[src/rtl/boundary_marker.sv]
module boundary_marker #(
  parameter int WIN   = 16,
  parameter int LINES = 16,
  localparam int IDXW = $clog2(LINES),
  localparam int HALF = WIN / 2,
  localparam int BW   = 8 * WIN
) (
  input  logic            clk,
  input  logic            rst_n,
  input  logic            refill_en,
  input  logic [IDXW-1:0] refill_idx,
  input  logic            fetch_valid,
  input  logic [IDXW-1:0] fetch_idx,
  input  logic            fetch_restart,
  input  logic [BW-1:0]   fetch_bytes,
  output logic            fetch_ready,
  output logic            dec_valid,
  output logic [BW-1:0]   dec_bytes,
  output logic [WIN-1:0]  dec_marks
);

  typedef enum logic [1:0] {S_IDLE, S_LO, S_HI} st_t;

  st_t              st;
  logic [WIN-1:0]   mark_mem  [LINES];
  logic [3:0]       spill_mem [LINES];
  logic [LINES-1:0] line_ok;
  logic [3:0]       carry_q, mid_q;
  logic [BW-1:0]    buf_q;
  logic [IDXW-1:0]  idx_q;
  logic             kill_q;
  logic [HALF-1:0]  lo_marks_q;
  logic [BW-1:0]    out_bytes_q;
  logic [WIN-1:0]   out_marks_q;
  logic             out_v_q;

  // state: {prefix_open, bytes_left[2:0]}; result: {mark, next_state}
  function automatic logic [4:0] step(input logic [7:0] b, input logic [3:0] s);
    logic pre;
    pre = (b == 8'h66) || (b == 8'hF2) || (b == 8'hF3);
    if (s[2:0] != 3'd0) return {2'b00, s[2:0] - 3'd1};
    return {~s[3], pre, pre ? 3'd0 : b[2:0]};
  endfunction

  function automatic logic [HALF+3:0] scan_half(input logic [8*HALF-1:0] b, input logic [3:0] s0);
    logic [3:0]      s;
    logic [4:0]      r;
    logic [HALF-1:0] m;
    s = s0;
    m = '0;
    for (int i = 0; i < HALF; i++) begin
      r    = step(b[8*i +: 8], s);
      m[i] = r[4];
      s    = r[3:0];
    end
    return {s, m};
  endfunction

  logic [8*HALF-1:0] half_sel;
  logic [HALF+3:0]   scan_r;
  logic              lk_hit, accept, refill_here;

  assign half_sel    = (st == S_HI) ? buf_q[BW-1 -: 8*HALF] : buf_q[8*HALF-1:0];
  assign scan_r      = scan_half(half_sel, mid_q);
  assign lk_hit      = line_ok[fetch_idx] && !(refill_en && refill_idx == fetch_idx);
  assign accept      = fetch_valid && (st == S_IDLE);
  assign refill_here = refill_en && (refill_idx == idx_q);

  assign fetch_ready = (st == S_IDLE);
  assign dec_valid   = out_v_q;
  assign dec_bytes   = out_bytes_q;
  assign dec_marks   = out_marks_q;

  always_ff @(posedge clk) begin
    if (!rst_n) begin
      st      <= S_IDLE;
      line_ok <= '0;
      carry_q <= '0;
      mid_q   <= '0;
      kill_q  <= 1'b0;
      out_v_q <= 1'b0;
    end else begin
      out_v_q <= 1'b0;
      if (refill_en) line_ok[refill_idx] <= 1'b0;
      case (st)
        S_IDLE: if (accept) begin
          if (lk_hit) begin
            out_bytes_q <= fetch_bytes;
            out_marks_q <= mark_mem[fetch_idx];
            out_v_q     <= 1'b1;
            carry_q     <= spill_mem[fetch_idx];
          end else begin
            buf_q  <= fetch_bytes;
            idx_q  <= fetch_idx;
            mid_q  <= fetch_restart ? 4'd0 : carry_q;
            kill_q <= refill_en && (refill_idx == fetch_idx);
            st     <= S_LO;
          end
        end
        S_LO: begin
          lo_marks_q <= scan_r[HALF-1:0];
          mid_q      <= scan_r[HALF+3:HALF];
          if (refill_here) kill_q <= 1'b1;
          st         <= S_HI;
        end
        S_HI: begin
          out_bytes_q      <= buf_q;
          out_marks_q      <= {scan_r[HALF-1:0], lo_marks_q};
          out_v_q          <= 1'b1;
          carry_q          <= scan_r[HALF+3:HALF];
          mark_mem[idx_q]  <= {scan_r[HALF-1:0], lo_marks_q};
          spill_mem[idx_q] <= scan_r[HALF+3:HALF];
          if (!kill_q && !refill_here) line_ok[idx_q] <= 1'b1;
          st               <= S_IDLE;
        end
        default: st <= S_IDLE;
      endcase
    end
  end

endmodule

[config.mk]
export PLATFORM = sky130hd
export DESIGN_NAME = boundary_marker
export DESIGN_NICKNAME = d
export VERILOG_FILES = /design/src/rtl/boundary_marker.sv
export SDC_FILE = /design/constraint.sdc
export NUM_CORES = 1
export LEC_CHECK = 0
export BUFFER_PORTS_ARGS = -buffer_cell sky130_fd_sc_hd__buf_2
export CORE_MARGIN = 2
export CORE_UTILIZATION = 26
export CTS_BUF_LIST = sky130_fd_sc_hd__clkbuf_16
export DETAILED_ROUTE_END_ITERATION = 8
export SLEW_MARGIN = 20
export SYNTH_ARGS = -nofsm -noshare
export SYNTH_HDL_FRONTEND = slang
export SYNTH_SLANG_ARGS = --single-unit
[constraint.sdc]
create_clock -name clk -period 13.55 [get_ports clk]
set_clock_uncertainty 0.05 [all_clocks]
set_input_delay 4.065 -clock clk [delete_from_list [all_inputs] [get_ports clk]]
set_output_delay 4.065 -clock clk [all_outputs]
set_load 0.1 [all_outputs]
# After elaboration in Yosys (flattened, before gate mapping)
# Memory sizes are Yosys's and may differ from the RTL's.
# Index checks and enable logic that the tools add are counted.
[classes]
add_sub_neg = 8
n_lt_le_gt_ge = 5
eq_ne = 32
muxes = 69
bitwise_logic = 12
reduce_logical = 44
[ops]
columns = ["cell", "n"]
rows = [
  ["$mux 128", 2],
  ["$pmux 128 s2", 1],
  ["$eq 8x8->1 const B", 16],
  ["$mux 16", 6],
  ["$mux 5", 16],
  ["$eq 8x7->1 const B", 8],
  ["$mux 64", 1],
  ["$pmux 16 s2", 1],
  ["$mux 3", 8],
  ["$reduce_bool 3->1", 8],
  ["$sub 3x1->3 const B", 8],
  ["$mux 4", 5],
  ["$mux 1", 19],
  ["$and 16x16->16", 1],
  ["$logic_or 1x1->1", 16],
  ["$not 16->16", 1],
  ["$or 16x16->16", 1],
  ["$pmux 4 s2", 2],
  ["$lt 4x5->1 const B", 3],
  ["$reduce_and 4->1", 3],
  ["$not 1->1", 9],
  ["$demux 1 s4", 2],
  ["$eq 4x4->1", 2],
  ["$ge 4x1->1 const B", 2],
  ["14 further kinds", 29],
]
[totals]
register_bits = 312
ram_bits = 320
n_memories = 2
[memory_table]
columns = ["memory", "depth", "width", "rd", "rd_clocked_by_memory_dff", "wr", "line", "source"]
rows = [
  ["mark_mem", 16, 16, 1, 0, 1, "25", "logic [WIN-1:0] mark_mem [LINES];"],
  ["spill_mem", 16, 4, 1, 0, 1, "26", "logic [3:0] spill_mem [LINES];"],
]

# Logic depth before layout (Yosys ltp)
[logic_depth]
word_depth = 29
depth_mapped = 48

# Worst setup path after synthesis
# Ideal clock, no wire load.
[synth_path]
path_type = "input to register"
from = "in fetch_idx[3]"
to = "reg out_bytes_q[0], in the netlist dec_bytes[0], enable pin"
setup_time_ps = 516
arrival_ps = 8519
required_time_ps = 12984
setup_slack_ps = 4465
path_stages = 7
n_path_buf = 2
cell_sequence = "buf_2 -> mux4_2 -> mux2i_1 -> mux2i_1 -> and4_1 -> buf_2 -> o21a_1"
[synth_between]
elab_chain_len = 6
elab_cells_between_ends = 8
classes_between = "eq/ne: 2; mux: 2; reduce/logical: 4"
[synth_rtl]
columns = ["item", "line", "source"]
rows = [
  ["start, declared", "13", "input logic [IDXW-1:0] fetch_idx,"],
  ["parallel branches: the longest is 3 deep, another holds $bmux 1 s4", "--", ""],
  ["$logic_and 1x1->1 (*)", "65", "assign lk_hit = line_ok[fetch_idx] && !(refill_en && refill_idx == fetch_idx);"],
  ["$ne 2x1->1 (no source line) (*)", "--", ""],
  ["$reduce_and 4->1 (no source line) (*)", "--", ""],
  ["end signal, assigned", "88", "out_bytes_q <= fetch_bytes;"],
  ["end signal, assigned", "107", "out_bytes_q <= buf_q;"],
  ["end, declared", "33", "logic [BW-1:0] out_bytes_q;"],
]
# Mark *: on every way between the ends. The select of a mux whose other input is x is not followed.
# A chain may end at the register's enable or synchronous reset.

# Worst setup path after layout
[layout_path]
from = "reg st[1]"
to = "reg out_marks_q[15], in the netlist dec_marks[15], data pin"
[layout_between]
elab_chain_len = 29
elab_cells_between_ends = 81
classes_between = "add/sub: 6; eq/ne: 22; mux: 30; bitwise: 1; reduce/logical: 22"
[layout_rtl]
columns = ["item", "line", "source"]
rows = [
  ["start, declared", "24", "st_t st;"],
  ["start signal, assigned", "76", "st <= S_IDLE;"],
  ["start signal, assigned", "97", "st <= S_LO;"],
  ["start signal, assigned", "104", "st <= S_HI;"],
  ["$eq 2x2->1 (*)", "63", "assign half_sel = (st == S_HI) ? buf_q[BW-1 -: 8*HALF] : buf_q[8*HALF-1:0];"],
  ["$mux 64 (*)", "63", ""],
  ["$eq 8x7->1 / $eq 8x8->1 (equally long branches)", "40", "pre = (b == 8'h66) || (b == 8'hF2) || (b == 8'hF3);"],
  ["$logic_or 1x1->1 (2 in series)", "40", ""],
  ["$mux 3", "42", "return {~s[3], pre, pre ? 3'd0 : b[2:0]};"],
  ["$mux 5", "42", ""],
  ["$sub 3x1->3 / $reduce_bool 3->1 (equally long branches)", "41", "if (s[2:0] != 3'd0) return {2'b00, s[2:0] - 3'd1};"],
  ["$mux 5 / $mux 1 (equally long branches)", "41", ""],
  ["[13 not listed]", "--", ""],
  ["$sub 3x1->3 / $reduce_bool 3->1 (equally long branches)", "41", ""],
  ["$mux 5 / $mux 1 (equally long branches)", "41", ""],
  ["$mux 5 (*)", "42", ""],
  ["$reduce_bool 3->1", "41", ""],
  ["$mux 1", "41", ""],
  ["$mux 5 (*)", "42", ""],
  ["via scan_r[7]", "60", "logic [HALF+3:0] scan_r;"],
  ["$pmux 16 s2 (*)", "85", "case (st)"],
  ["end signal, assigned", "89", "out_marks_q <= mark_mem[fetch_idx];"],
  ["end signal, assigned", "108", "out_marks_q <= {scan_r[HALF-1:0], lo_marks_q};"],
  ["end, declared", "34", "logic [WIN-1:0] out_marks_q;"],
]
# Mark *: on every way through the listed nets, which the timed path passes. The rest lies on a longest branch. The select of a mux whose other input is x is not followed.

==> impl_metrics.csv <==
group,metric,value,unit
critical_path,crit_fanout,50,
critical_path,cp_slowest_cell,"a2111oi_0",
min_path,timing.hold.worst.start,"line_ok[0]",
yosys,syn-mean-instance-area,15.9,µm²
sta,final.setup.tns,0,ps
yosys,synth_fa_ha_area_share,0.741,%
yosys,post-synth-top-area-fraction,71.6,%
detailed_routing,detailroute.via_count,14973,
run,drv_cap,0,
clock_network,cts_buffers,60,
placement,portBuffers,286,
floorplanning,coreArea,96600,µm²
finish,layout_common_cells,"604 x edfxtp_1, 442 x nand2_1, 285 x buf_2, 104 x mux4_2, 60 x clkbuf_16",
critical_path,critical_path_arrival,9700,ps
floorplanning,floorplan.die.height,316,µm
detailed_routing,drt_drc_violations_left,0,
yosys,synth_top_family_by_area,"multiplexers",
yosys,synth-xor-area-share,0.311,%
yosys,synth_area,25300,µm²
sta,finalSetupViolCount,0,
status,run_status,"finished clean",
critical_path,critical_path_start_end_classification,"reg -> reg",
yosys,synth.top_cells.by_area,"edfxtp_1 72%, mux4_2 9.2%, nand2_1 6.6%",
global_route,initial_antenna_violation_count,8,
min_path,timing.hold.worst.class,"reg -> reg",
global_route,pin_count_of_the_biggest_net_entering_global_routing,147,
sta,final_number_of_max_transition_violations,0,
yosys,yosys_cell_types,63,
sta,grt_setup_unrepaired,"false",
sta,worst_slew_margin_rel,30.6,%
critical_path,slowest_delay,720,ps
pwr,power_per_cell_area,312,nW/µm²
floorplanning,ios,287,
clock_network,cts-htree-levels,2,
global_route,first_global_vias,15098,
finish,layout-drive-gt1-share,27.6,%
yosys,synthCells,1593,
critical_path,timing.critical_path.mode_cell,"ha_1",
floorplanning,floorplan.rows,114,
pwr,p_total,9.48,mW
critical_path,crit_path_start_kind,"register",
clock_network,hold_buffers,0,
sta,fmaxAchievable,0.107,GHz
critical_path,worstReg2RegStart,"st[1]",
clock_network,clk_pin_slew,60,ps
critical_path,cp.required,13900,ps
clock_network,clock_sink_count,632,
placement,routabilityCongestion,0.856,
pwr,worst_ir_drop_vdd,0.00116,V
yosys,synth_edf_count,604,
finish,fill_cells,9367,
clock_network,clk_latency,650,ps
clock_network,postCtsSetupRepairBufs,0,
floorplanning,floorplan.initialDensity,26.2,%
finish,regArea,18700,µm²
floorplanning,die_w,316,µm
detailed_routing,avgRoutedWirePerCell,21.5,µm
yosys,yosys.area.top_type,"edfxtp_1",
yosys,post_synthesis_sequential_element_count,632,
clock_network,gates_resized_cts_repair,0,
finish,layout.cells.most_common,"edfxtp_1",
detailed_routing,drc_marker_count_from_the_first_detailed_route_iteration,1441,
yosys,yosys_most_used_dff,"edfxtp_1",
clock_network,cts_tree,"yes",
sta,post-route-period-util,69.0,%
yosys,synthSimpleGateAreaFrac,9.90,%
finish,multiInputGateArea,6250,µm²
yosys,synth-compound-area-share,3.62,%
detailed_routing,routed_via_density,4.65,
sta,finalWorstPathRequiredPeriod,9350,ps
yosys,portion_of_the_post_synthesis_area_used_by_sequential_elements,73.8,%
sta,transition_time_at_the_pin_with_the_least_slew_margin,1040,ps
global_route,grt_pass1_wl,99700,µm
yosys,async_flop_share,0,%
global_route,global_route.overflow_total,0,
yosys,synthesis.yosys.warnings,0,
sta,timing_hold_violations_final,0,
clock_network,cts_buffer_depth,3,
finish,nNetsFinal,2048,
critical_path,timing.critical_path.from,"st[1]",
floorplanning,design.die.area,99900,µm²
yosys,mux_share_of_post_synthesis_cell_area,10.0,%
pwr,cellLeakagePower,10.7,nW
detailed_routing,antenna_left,0,
detailed_routing,postRouteWirelength,69200,µm
global_route,gr-usage-all-layers,13.5,%
finish,area_growth,19.8,%
clock_network,cts_root_buf,"clkbuf_16",
placement,hpwl,44200,µm
detailed_routing,drt-pass1-iter-count,5,
yosys,mappedNetlistNets,1749,
critical_path,cp-end-kind,"register",
-- cell families after synthesis --
kind of cell / after synthesis
xor gates and xnor gates: 9
adders and majority gates: 15
buffers and inverters: 98
DFF: 632
AOI/OAI and AO/OA: 134
and+or+nand+nor: 583
muxes: 122
-- layout make-up --
| class | count | share of cell area (%) |
|---|---|---|
| clock inverter | 54 | 1.82 |
| antenna | 1 | 0.00825 |
| inverter | 22 | 0.272 |
| clock buffer | 60 | 4.95 |
| timing repair buffer | 313 | 5.47 |
| sequential | 632 | 61.6 |
| multi-input combinational | 863 | 20.6 |
| tap | 1276 | 5.26 |
-- registers in the layout, indices dropped and copies added, names as in the netlist --
name,flops
mid_q,4
spill_mem,64
kill_q,1
mark_mem,256
dec_marks,16
lo_marks_q,8
dec_bytes,128
line_ok,16
idx_q,4
buf_q,128
carry_q,4
st,2
dec_valid,1
-- worst max-delay path, delay by kind of cell, from the launching register on --
kind,cells,cell delay [ps]
AND/OR/NAND/NOR,6,1700
buffers and inverters,3,330
AO/OA/AOI/OAI,12,2850
adder cells (fa/ha/maj),13,3110
multiplexers,1,370
flip-flops,1,690
-- final timing paths --
check / slack (ps) / to / cells past startpoint
hold reg to reg: 440 / line_ok[0] / 2
hold / removal: 440 / line_ok[0] / 2
setup / recovery: 4200 / dec_marks[15] / 35
setup reg to reg: 4200 / dec_marks[15] / 35
-- cell usage after synthesis (12+ instances only) --
library cell and count:
mux4_2 104, a21oi_1 25, edfxtp_1 604, inv_1 22
nor2_1 47, buf_2 17, o21ai_0 29, dfxtp_1 28
ha_1 15, nand2_1 442, nand3b_1 12, clkbuf_1 45
-- where the power goes --
part,switching [mW],internal [mW],leakage [nW]
combinational,2.74,1.18,4.02
sequential,0.0561,3.76,5.68
clock,0.768,0.972,1.01
total,3.57,5.91,10.7
-- metrics by stage --
stage          hold slack, ps  cells  instance area (µm²)  utilization [%]  worst slack (ps)
6_report                  436   3221                30300             31.4              4200
5_1_grt                   462   3220                30300             31.4              3330
4_1_cts                   435   3220                30300             31.4              4330
3_5_place_dp              420   3106                28300             29.3              4350
3_3_place_gp              405   3106                28300             29.3              4640
2_1_floorplan             385   1593                25300                -              4470
-- routing by layer --
metal | track usage, % | wire length, µm | up-vias
met3 | 3.00 | 5050 | 101
met5 | 0 | 64 | -
met2 | 23.5 | 34800 | 578
met4 | 3.53 | 1530 | 10
li1 | - | - | 6643
met1 | 16.9 | 27700 | 7641
(Power assumes the default switching activity.)
